[src/rtl/ent_crc_pkg.sv]
package ent_crc_pkg;
  localparam int CRC_W  = 64;
  localparam int SRC_N  = 3;
  localparam int VCO_W  = 4;
  localparam int WAIT_W = 16;

  // low 64 coefficients of the conditioning polynomial (x^64 implied)
  localparam logic [CRC_W-1:0] CRC_TAPS =
      (64'd1 << 61) | (64'd1 << 57) | (64'd1 << 56) | (64'd1 << 52) |
      (64'd1 << 51) | (64'd1 << 50) | (64'd1 << 48) | (64'd1 << 47) |
      (64'd1 << 46) | (64'd1 << 43) | (64'd1 << 42) | (64'd1 << 41) |
      (64'd1 << 39) | (64'd1 << 38) | (64'd1 << 37) | (64'd1 << 35) |
      (64'd1 << 32) | (64'd1 << 28) | (64'd1 << 25) | (64'd1 << 22) |
      (64'd1 << 21) | (64'd1 << 17) | (64'd1 << 15) | (64'd1 << 13) |
      (64'd1 << 12) | (64'd1 << 11) | (64'd1 << 7)  | (64'd1 << 5)  |
      (64'd1 << 1)  | 64'd1;

  typedef enum logic {
    MODE_DIAG   = 1'b0,
    MODE_NORMAL = 1'b1
  } rng_mode_e;
endpackage

[src/rtl/ent_src_mix.sv]
module ent_src_mix #(
  parameter int SRC_N = ent_crc_pkg::SRC_N
) (
  input  logic [SRC_N-1:0] noise_i,
  input  logic [SRC_N-1:0] en_i,
  output logic             mix_o
);
  logic [SRC_N-1:0] gated;

  genvar g;
  generate
    for (g = 0; g < SRC_N; g++) begin : g_gate
      assign gated[g] = noise_i[g] & en_i[g];
    end
  endgenerate

  assign mix_o = ^gated;
endmodule

[src/rtl/ent_crc_shift.sv]
module ent_crc_shift #(
  parameter int               CRC_W = ent_crc_pkg::CRC_W,
  parameter logic [CRC_W-1:0] TAPS  = ent_crc_pkg::CRC_TAPS
) (
  input  logic             clk,
  input  logic             rst_n,
  input  logic             din_i,
  output logic [CRC_W-1:0] crc_o
);
  logic [CRC_W-1:0] crc_q;
  logic [CRC_W-1:0] crc_d;
  logic             fb;

  always_comb begin
    fb    = crc_q[CRC_W-1] ^ din_i;
    crc_d = {crc_q[CRC_W-2:0], 1'b0} ^ ({CRC_W{fb}} & TAPS);
  end

  always_ff @(posedge clk or negedge rst_n) begin
    if (!rst_n) crc_q <= '0;
    else        crc_q <= crc_d;
  end

  assign crc_o = crc_q;
endmodule

[src/rtl/ent_ctl_regs.sv]
module ent_ctl_regs #(
  parameter int SRC_N  = ent_crc_pkg::SRC_N,
  parameter int VCO_W  = ent_crc_pkg::VCO_W,
  parameter int WAIT_W = ent_crc_pkg::WAIT_W,
  localparam int MODE_BIT = SRC_N,
  localparam int CODE_LSB = SRC_N + 1,
  localparam int WAIT_LSB = CODE_LSB + VCO_W,
  localparam int CTL_W    = WAIT_LSB + WAIT_W
) (
  input  logic                    clk,
  input  logic                    rst_n,
  input  logic                    we_i,
  input  logic [CTL_W-1:0]        wdata_i,
  output logic [SRC_N-1:0]        en_o,
  output ent_crc_pkg::rng_mode_e  mode_o,
  output logic [WAIT_W-1:0]       wait_o,
  output logic [SRC_N*VCO_W-1:0]  codes_o
);
  import ent_crc_pkg::*;

  logic [SRC_N-1:0]  w_en;
  logic [VCO_W-1:0]  w_code;
  logic [WAIT_W-1:0] w_wait;
  logic              w_single;

  logic [SRC_N-1:0]  en_q,   en_d;
  rng_mode_e         mode_q, mode_d;
  logic [WAIT_W-1:0] wait_q, wait_d;

  assign w_en     = wdata_i[SRC_N-1:0];
  assign w_code   = wdata_i[CODE_LSB +: VCO_W];
  assign w_wait   = wdata_i[WAIT_LSB +: WAIT_W];
  assign w_single = (w_en != '0) && ((w_en & (w_en - 1'b1)) == '0);

  always_comb begin
    en_d   = en_q;
    mode_d = mode_q;
    wait_d = wait_q;
    if (we_i) begin
      en_d   = w_en;
      mode_d = rng_mode_e'(wdata_i[MODE_BIT]);
      wait_d = w_wait;
    end
  end

  always_ff @(posedge clk or negedge rst_n) begin
    if (!rst_n) begin
      en_q   <= '0;
      mode_q <= MODE_DIAG;
      wait_q <= '0;
    end else begin
      en_q   <= en_d;
      mode_q <= mode_d;
      wait_q <= wait_d;
    end
  end

  genvar s;
  generate
    for (s = 0; s < SRC_N; s++) begin : g_code
      logic             ld;
      logic [VCO_W-1:0] code_q;
      logic [VCO_W-1:0] code_d;

      always_comb begin
        ld     = we_i && w_single && w_en[s];
        code_d = ld ? w_code : code_q;
      end

      always_ff @(posedge clk or negedge rst_n) begin
        if (!rst_n) code_q <= '0;
        else        code_q <= code_d;
      end

      assign codes_o[s*VCO_W +: VCO_W] = code_q;
    end
  endgenerate

  assign en_o   = en_q;
  assign mode_o = mode_q;
  assign wait_o = wait_q;
endmodule

[src/rtl/ent_read_gate.sv]
module ent_read_gate #(
  parameter int WAIT_W = ent_crc_pkg::WAIT_W
) (
  input  logic                   clk,
  input  logic                   rst_n,
  input  ent_crc_pkg::rng_mode_e mode_i,
  input  logic [WAIT_W-1:0]      wait_i,
  input  logic                   valid_i,
  output logic                   ready_o
);
  import ent_crc_pkg::*;

  localparam logic [WAIT_W-1:0] CNT_MAX = '1;

  logic [WAIT_W-1:0] cnt_q, cnt_d;
  logic              ready;
  logic              accept;

  always_comb begin
    ready  = (mode_i == MODE_DIAG) || (cnt_q >= wait_i);
    accept = valid_i && ready;
    if (accept)                 cnt_d = '0;
    else if (cnt_q != CNT_MAX)  cnt_d = cnt_q + 1'b1;
    else                        cnt_d = cnt_q;
  end

  always_ff @(posedge clk or negedge rst_n) begin
    if (!rst_n) cnt_q <= '0;
    else        cnt_q <= cnt_d;
  end

  assign ready_o = ready;
endmodule

[src/rtl/ent_crc_rng.sv]
module ent_crc_rng #(
  parameter int SRC_N  = ent_crc_pkg::SRC_N,
  parameter int VCO_W  = ent_crc_pkg::VCO_W,
  parameter int WAIT_W = ent_crc_pkg::WAIT_W,
  localparam int CRC_W    = ent_crc_pkg::CRC_W,
  localparam int CODE_LSB = SRC_N + 1,
  localparam int WAIT_LSB = CODE_LSB + VCO_W,
  localparam int CTL_W    = WAIT_LSB + WAIT_W
) (
  input  logic                   clk,
  input  logic                   rst_n,
  input  logic [SRC_N-1:0]       noise_i,
  input  logic                   ctl_we_i,
  input  logic [CTL_W-1:0]       ctl_wdata_i,
  output logic [CTL_W-1:0]       ctl_rdata_o,
  output logic [SRC_N*VCO_W-1:0] vco_code_o,
  input  logic                   rd_valid_i,
  output logic                   rd_ready_o,
  output logic [CRC_W-1:0]       rd_data_o
);
  import ent_crc_pkg::*;

  logic [SRC_N-1:0]  en_q;
  rng_mode_e         mode_q;
  logic [WAIT_W-1:0] wait_q;
  logic              mix_bit;
  logic [CRC_W-1:0]  crc_q;

  ent_ctl_regs #(.SRC_N(SRC_N), .VCO_W(VCO_W), .WAIT_W(WAIT_W)) u_ctl (
    .clk     (clk),
    .rst_n   (rst_n),
    .we_i    (ctl_we_i),
    .wdata_i (ctl_wdata_i),
    .en_o    (en_q),
    .mode_o  (mode_q),
    .wait_o  (wait_q),
    .codes_o (vco_code_o)
  );

  ent_src_mix #(.SRC_N(SRC_N)) u_mix (
    .noise_i (noise_i),
    .en_i    (en_q),
    .mix_o   (mix_bit)
  );

  ent_crc_shift u_crc (
    .clk   (clk),
    .rst_n (rst_n),
    .din_i (mix_bit),
    .crc_o (crc_q)
  );

  ent_read_gate #(.WAIT_W(WAIT_W)) u_gate (
    .clk     (clk),
    .rst_n   (rst_n),
    .mode_i  (mode_q),
    .wait_i  (wait_q),
    .valid_i (rd_valid_i),
    .ready_o (rd_ready_o)
  );

  assign ctl_rdata_o = {wait_q, {VCO_W{1'b0}}, logic'(mode_q), en_q};
  assign rd_data_o   = crc_q;
endmodule

[config.mk]
export PLATFORM = sky130hd
export DESIGN_NAME = ent_crc_rng
export DESIGN_NICKNAME = d
export VERILOG_FILES = /design/src/rtl/ent_crc_pkg.sv /design/src/rtl/ent_src_mix.sv /design/src/rtl/ent_crc_shift.sv /design/src/rtl/ent_ctl_regs.sv /design/src/rtl/ent_read_gate.sv /design/src/rtl/ent_crc_rng.sv
export SDC_FILE = /design/constraint.sdc
export NUM_CORES = 1
export LEC_CHECK = 0
export BUFFER_PORTS_ARGS = -buffer_cell sky130_fd_sc_hd__buf_2
export CORE_MARGIN = 2
export CORE_UTILIZATION = 49
export CTS_CLUSTER_DIAMETER = 200
export DETAILED_ROUTE_END_ITERATION = 7
export GPL_ROUTABILITY_DRIVEN = 0
export HOLD_SLACK_MARGIN = 0.12
export PLACE_DENSITY = 0.8
export SLEW_MARGIN = 20
export SYNTH_ARGS = -nofsm -noshare
export SYNTH_HDL_FRONTEND = slang
export SYNTH_SLANG_ARGS = --single-unit
[constraint.sdc]
create_clock -name clk -period 4.09 [get_ports clk]
set_input_delay 1.0225 -clock clk [delete_from_list [all_inputs] [get_ports clk]]
set_output_delay 1.0225 -clock clk [all_outputs]
set_load 0.02 [all_outputs]
==> metrics.yaml, run 1 <==
cts:
  numCtsBuffers: 9
  cts_tree: "yes"
  htree_levels: 3
  post_cts_buffers: 0
  root_buffer: "clkbuf_8"
  holdBufCountCts: 0
  cts_max_path_buffers: 2
  clk_pin_slew_ps: 100
  post_cts_resized: 0
  clkSinkCount: 112
  clk_latency_ps: 370
run_status:
  status: "completed"
worst_setup_path:
  arrival_ps: 2180
  critical_path_required_ps: 3070
  startpoint_type: "flop"
  setup.worst_path.class: "flop to primary output"
  critPathSlowestCell: "dfrtp_1"
  cp-end-kind: "primary output"
  cp_max_fo: 3
  slowest_delay_ps: 410
  crit_chain: "inv_1 > ha_1 > nand2b_4 > a2111oi_2 > nand4b_2 > nand4_1 > buf_2"
finish:
  nNetsFinal: 517
  syn2layout_area_growth_pct: 14.6
  most-common-layout-cells: "126 x buf_2, 112 x dfrtp_1, 39 x xor2_1"
  nFillCells: 809
  final_common_cell: "buf_2"
  final_layout_size_suffix_gt1_share_pct: 35.4
timing:
  drv_slew: 0
  finClkSkew_ps: 11.0
  hold_ws_ps: 381
  setup_viol: 0
  hold_viol_final: 0
  max-slew-margin-rel_pct: 48.4
  fmax_ghz: 0.313
  period_minus_slack_ps: 3200
  setup_tns_ps: 0
  rsz0062_at_grt: "no"
  final.period_utilization_pct: 78.2
  tightest_slew_ps: 764
synth:
  ys_types: 36
  async_flop_share_pct: 100
  yosysWarnings: 0
  synth_edf_count: 0
  ys_seq_area_share_pct: 60.4
  synth_cells: 373
  synth_seq_cells: 112
  ys.flop_type: "dfrtp_1"
  syn_area_per_cell_um2: 12.4
  syn_area_um2: 4640
route:
  wl_per_cell_um: 15.1
  drtIter0Drc: 129
  vias_per_cell: 5.06
  antenna_left: 0
  firstDrtPassIters: 4
  wirelength_mm: 8.84
  drc_errors: 0
  dr_total_vias: 2966
grt:
  grt_pass1_vias: 2993
  antenna_found_initial: 1
  grt_max_degree: 85
  grt_usage_pct: 18.5
  grt_pass1_wl_mm: 14.7
  gr-total-overflow: 0
pwr:
  ir_drop_mv: 0.582
  power_leakage_nw: 2.71
  power_density_nw_per_um2: 717
floorplanning:
  die_h_um: 101
  die_w_um: 101
  core_area_um2: 9200
  start_util_pct: 50.4
  dieArea_um2: 10300
  io_pins: 132
  row_count: 35
job:
  cap_viol_max_count: 0
placed_design:
  hpwl_mm: 6.52
  io_buffers: 127
hold_path:
  hold_class: "flop to flop"
[report_power, final]
group	internal, mW	switching (mW)	total (mW)
Sequential	1.51	0.249	1.76
Combinational	0.495	0.928	1.42
Clock	0.251	0.374	0.625
[flip-flops by register name, indices dropped and copies added, names as in the netlist]
register	flops
u_gate.cnt_q	16
u_crc.crc_o	64
u_ctl.en_o	3
u_ctl.g_code.code_q	12
u_ctl.wait_o	16
u_ctl.mode_o	1
[cell usage after synthesis (2+ instances only)]
| cell | count | area share, % |
|---|---|---|
| a211oi_1 | 2 | 0.32 |
| a21oi_1 | 6 | 0.65 |
| a31oi_1 | 2 | 0.27 |
| and2_1 | 2 | 0.27 |
| and3_1 | 6 | 0.81 |
| and4_1 | 3 | 0.57 |
| buf_2 | 4 | 0.43 |
| buf_4 | 39 | 6.3 |
| clkbuf_1 | 3 | 0.24 |
| dfrtp_1 | 112 | 60 |
| ha_1 | 17 | 4.6 |
| inv_1 | 18 | 1.5 |
| mux2_2 | 16 | 3.9 |
| mux2i_1 | 2 | 0.43 |
| nand2_1 | 30 | 2.4 |
| nand2b_1 | 3 | 0.40 |
| nand3_1 | 9 | 0.97 |
| nand4_1 | 4 | 0.54 |
| nor2_1 | 16 | 1.3 |
| nor3_1 | 2 | 0.22 |
| o2111ai_1 | 2 | 0.38 |
| o21ai_0 | 22 | 2.4 |
| xnor2_1 | 2 | 0.38 |
| xor2_1 | 39 | 7.4 |
[area by class of cell]
cell class              count  area, um^2  share of cell area [%]
diodes                      1        2.50                  0.0471
clock buffers              11         141                    2.66
clock inverters             5        51.3                   0.965
inverters                  18        67.6                    1.27
multi-input cells         198        1450                    27.2
flip-flops and latches    112        2800                    52.7
well taps                 111         139                    2.61
repair buffers            130         664                    12.5
[stage by stage]
| stage | worst slack (ps) | util (%) | cell area (um^2) | cells | power [mW] |
|---|---|---|---|---|---|
| 2_1_floorplan | 1420 | - | 4650 | 376 | 2.90 |
| 3_3_place_gp | 1330 | 55.7 | 5120 | 569 | 3.17 |
| 3_5_place_dp | 1290 | 55.7 | 5120 | 569 | 3.23 |
| 4_1_cts | 870 | 57.8 | 5310 | 585 | 3.86 |
| 5_1_grt | 752 | 57.8 | 5320 | 585 | 4.04 |
| 6_report | 891 | 57.8 | 5320 | 586 | 3.81 |
[cell families (layout without fill, tap and decap cells)]
kind of cell	after synthesis	in the layout	synth area share, %
AOI/OAI and AO/OA	37	37	5.07
xor gates and xnor gates	41	41	7.74
buffers and inverters	66	164	8.76
muxes	18	18	4.31
DFF	112	112	60.4
and+or+nand+nor	81	81	9.03
other	1	5	0.0808
adders and majority gates	17	17	4.58
[routing by layer]
layer  up-vias  share of wire, %  GRT usage [%]
li1       1386                 -              -
met1      1452                43           23.9
met2       116                47           29.5
met3        10               8.9           7.18
met4         2               1.2           4.68
met5         -              0.23              0
[final timing paths]
kind / startpoint / to / slack [ps] / cells past startpoint
max: u_gate.cnt_q[0] / rd_ready_o / 890 / 7
min: u_crc.crc_o[8] / u_crc.crc_o[9] / 380 / 0
max reg2reg: u_gate.cnt_q[0] / u_gate.cnt_q[14] / 1950 / 7
min reg2reg: u_crc.crc_o[8] / u_crc.crc_o[9] / 380 / 0
max in group asynchronous: rst_n / u_crc.crc_o[12] / 2670 / 2
min in group asynchronous: rst_n / u_ctl.wait_o[7] / 670 / 1
[worst max-delay path, delay by kind of cell, from the launching register on]
family,cells,cell delay (ps)
fa+ha+maj,1,230
buf+inv,2,280
compound gates,1,410
simple gates,3,490
flops,1,410
Note: power is estimated with default switching activity, not from simulation.
==> run 2: changes to the inputs <==
- clock period: 4.09 -> 3.25 ns (I/O delays scaled with it)
==> run 2 against run 1 <==
Compared with the run above:
- global-route usage is 0.11 points higher
- sequential share of layout area decreased by 0.25 points
- clock skew grew 3.2 ps
- sequential power increased by 26%
- cell area up 0.47%
- first-iteration DRC count is 45% lower
- die area did not move
- power is 28% higher
- critical path type unchanged
- critical endpoint unchanged
==> metrics.yaml, run 2 (synthesis gave the netlist of run 1 again) <==
worst_setup_path:
  critical_path_required_ps: 2440
  cp_max_fo: 3
  cp-end-kind: "primary output"
  arrival_ps: 2200
  startpoint_type: "flop"
  setup.worst_path.class: "flop to primary output"
timing:
  drv_slew: 0
  max-slew-margin-rel_pct: 47.3
  setup_tns_ps: 0
  period_minus_slack_ps: 3010
  rsz0062_at_grt: "no"
  final.period_utilization_pct: 92.7
  fmax_ghz: 0.332
  hold_ws_ps: 380
  hold_viol_final: 0
  worst_slack_ps: 238
  finClkSkew_ps: 14.2
  tightest_slew_ps: 780
  setup_viol: 0
cts:
  cts_max_path_buffers: 2
  cts_tree: "yes"
  numCtsBuffers: 9
  post_cts_buffers: 0
  clk_latency_ps: 370
  holdBufCountCts: 0
  clkSinkCount: 112
  root_buffer: "clkbuf_8"
  clk_pin_slew_ps: 110
  htree_levels: 3
  post_cts_resized: 0
floorplanning:
  dieArea_um2: 10300
  core_area_um2: 9200
  start_util_pct: 50.4
  row_count: 35
  die_w_um: 101
  die_h_um: 101
  io_pins: 132
route:
  firstDrtPassIters: 4
  vias_per_cell: 5.06
  wl_per_cell_um: 15.6
  drc_errors: 0
  wl_met3_um: 724
  wirelength_mm: 9.14
  antenna_left: 0
  dr_total_vias: 2960
  drtIter0Drc: 71
  wl_met2_mm: 4.25
  routed.top_layer: "met5"
  met1Wirelength_mm: 4.09
grt:
  grt_pass1_vias: 3054
  antenna_found_initial: 1
  gr-total-overflow: 0
  grt_pass1_wl_mm: 14.8
  grt_max_degree: 63
  grt_usage_pct: 18.6
pwr:
  ir_drop_mv: 0.710
  power_leakage_nw: 2.72
  power_density_nw_per_um2: 913
  finalPower_mw: 4.88
placed_design:
  io_buffers: 127
  pre_cts_ws_ps: 615
  place_area_um2: 5130
  hpwl_mm: 6.61
  dpl.cell_count: 569
finish:
  syn2layout_area_growth_pct: 15.2
  most-common-layout-cells: "126 x buf_2, 112 x dfrtp_1, 39 x xor2_1"
  fin_area_um2: 5340
  final_common_cell: "buf_2"
  stdcell_count: 585
  largest_register_ff_count: 64
  final_util_pct: 58.1
  nFillCells: 762
  nNetsFinal: 517
  final_layout_size_suffix_gt1_share_pct: 35.4
  diodes: 0
run_status:
  status: "completed"
job:
  cap_viol_max_count: 0
hold_path:
  hold_class: "flop to flop"
## run 2: worst max-delay path, cell delays in order (launching register included)
cell and delay [ps]:
dfrtp_1 410, inv_1 100, ha_1 240, nand2b_4 140
a2111oi_2 410, nand4b_2 240, nand4_1 120, buf_2 190
## run 2: cell type report
cell class              instances  area (um^2)  share of cell area (%)
multi-input cells             198         1450                    27.1
inverters                      18         67.6                    1.26
well taps                     111          139                    2.60
clock inverters                 6         83.8                    1.57
flip-flops and latches        112         2800                    52.5
clock buffers                  10          128                    2.39
repair buffers                130          673                    12.6
## run 2: final timing paths
check / cells past startpoint / slack [ps] / to / start
min in group asynchronous: 1 / 510 / u_ctl.wait_o[7] / rst_n
min: 0 / 380 / u_crc.crc_o[4] / u_crc.crc_o[3]
min reg2reg: 0 / 380 / u_crc.crc_o[4] / u_crc.crc_o[3]
max in group asynchronous: 2 / 2000 / u_crc.crc_o[47] / rst_n
max reg2reg: 7 / 1090 / u_gate.cnt_q[14] / u_gate.cnt_q[0]
max: 7 / 240 / rd_ready_o / u_gate.cnt_q[0]
## run 2: power breakdown
part | total, mW | switching, mW | leakage [nW] | internal [mW]
Clock | 0.869 | 0.492 | 0.106 | 0.376
Sequential | 2.22 | 0.310 | 1.35 | 1.91
Combinational | 1.79 | 1.17 | 1.27 | 0.623
## run 2: routing by layer
layer	global-route usage, %	up-vias
met2	30.8	117
li1	-	1385
met4	4.05	2
met3	6.97	7
met5	0	-
met1	23.5	1449
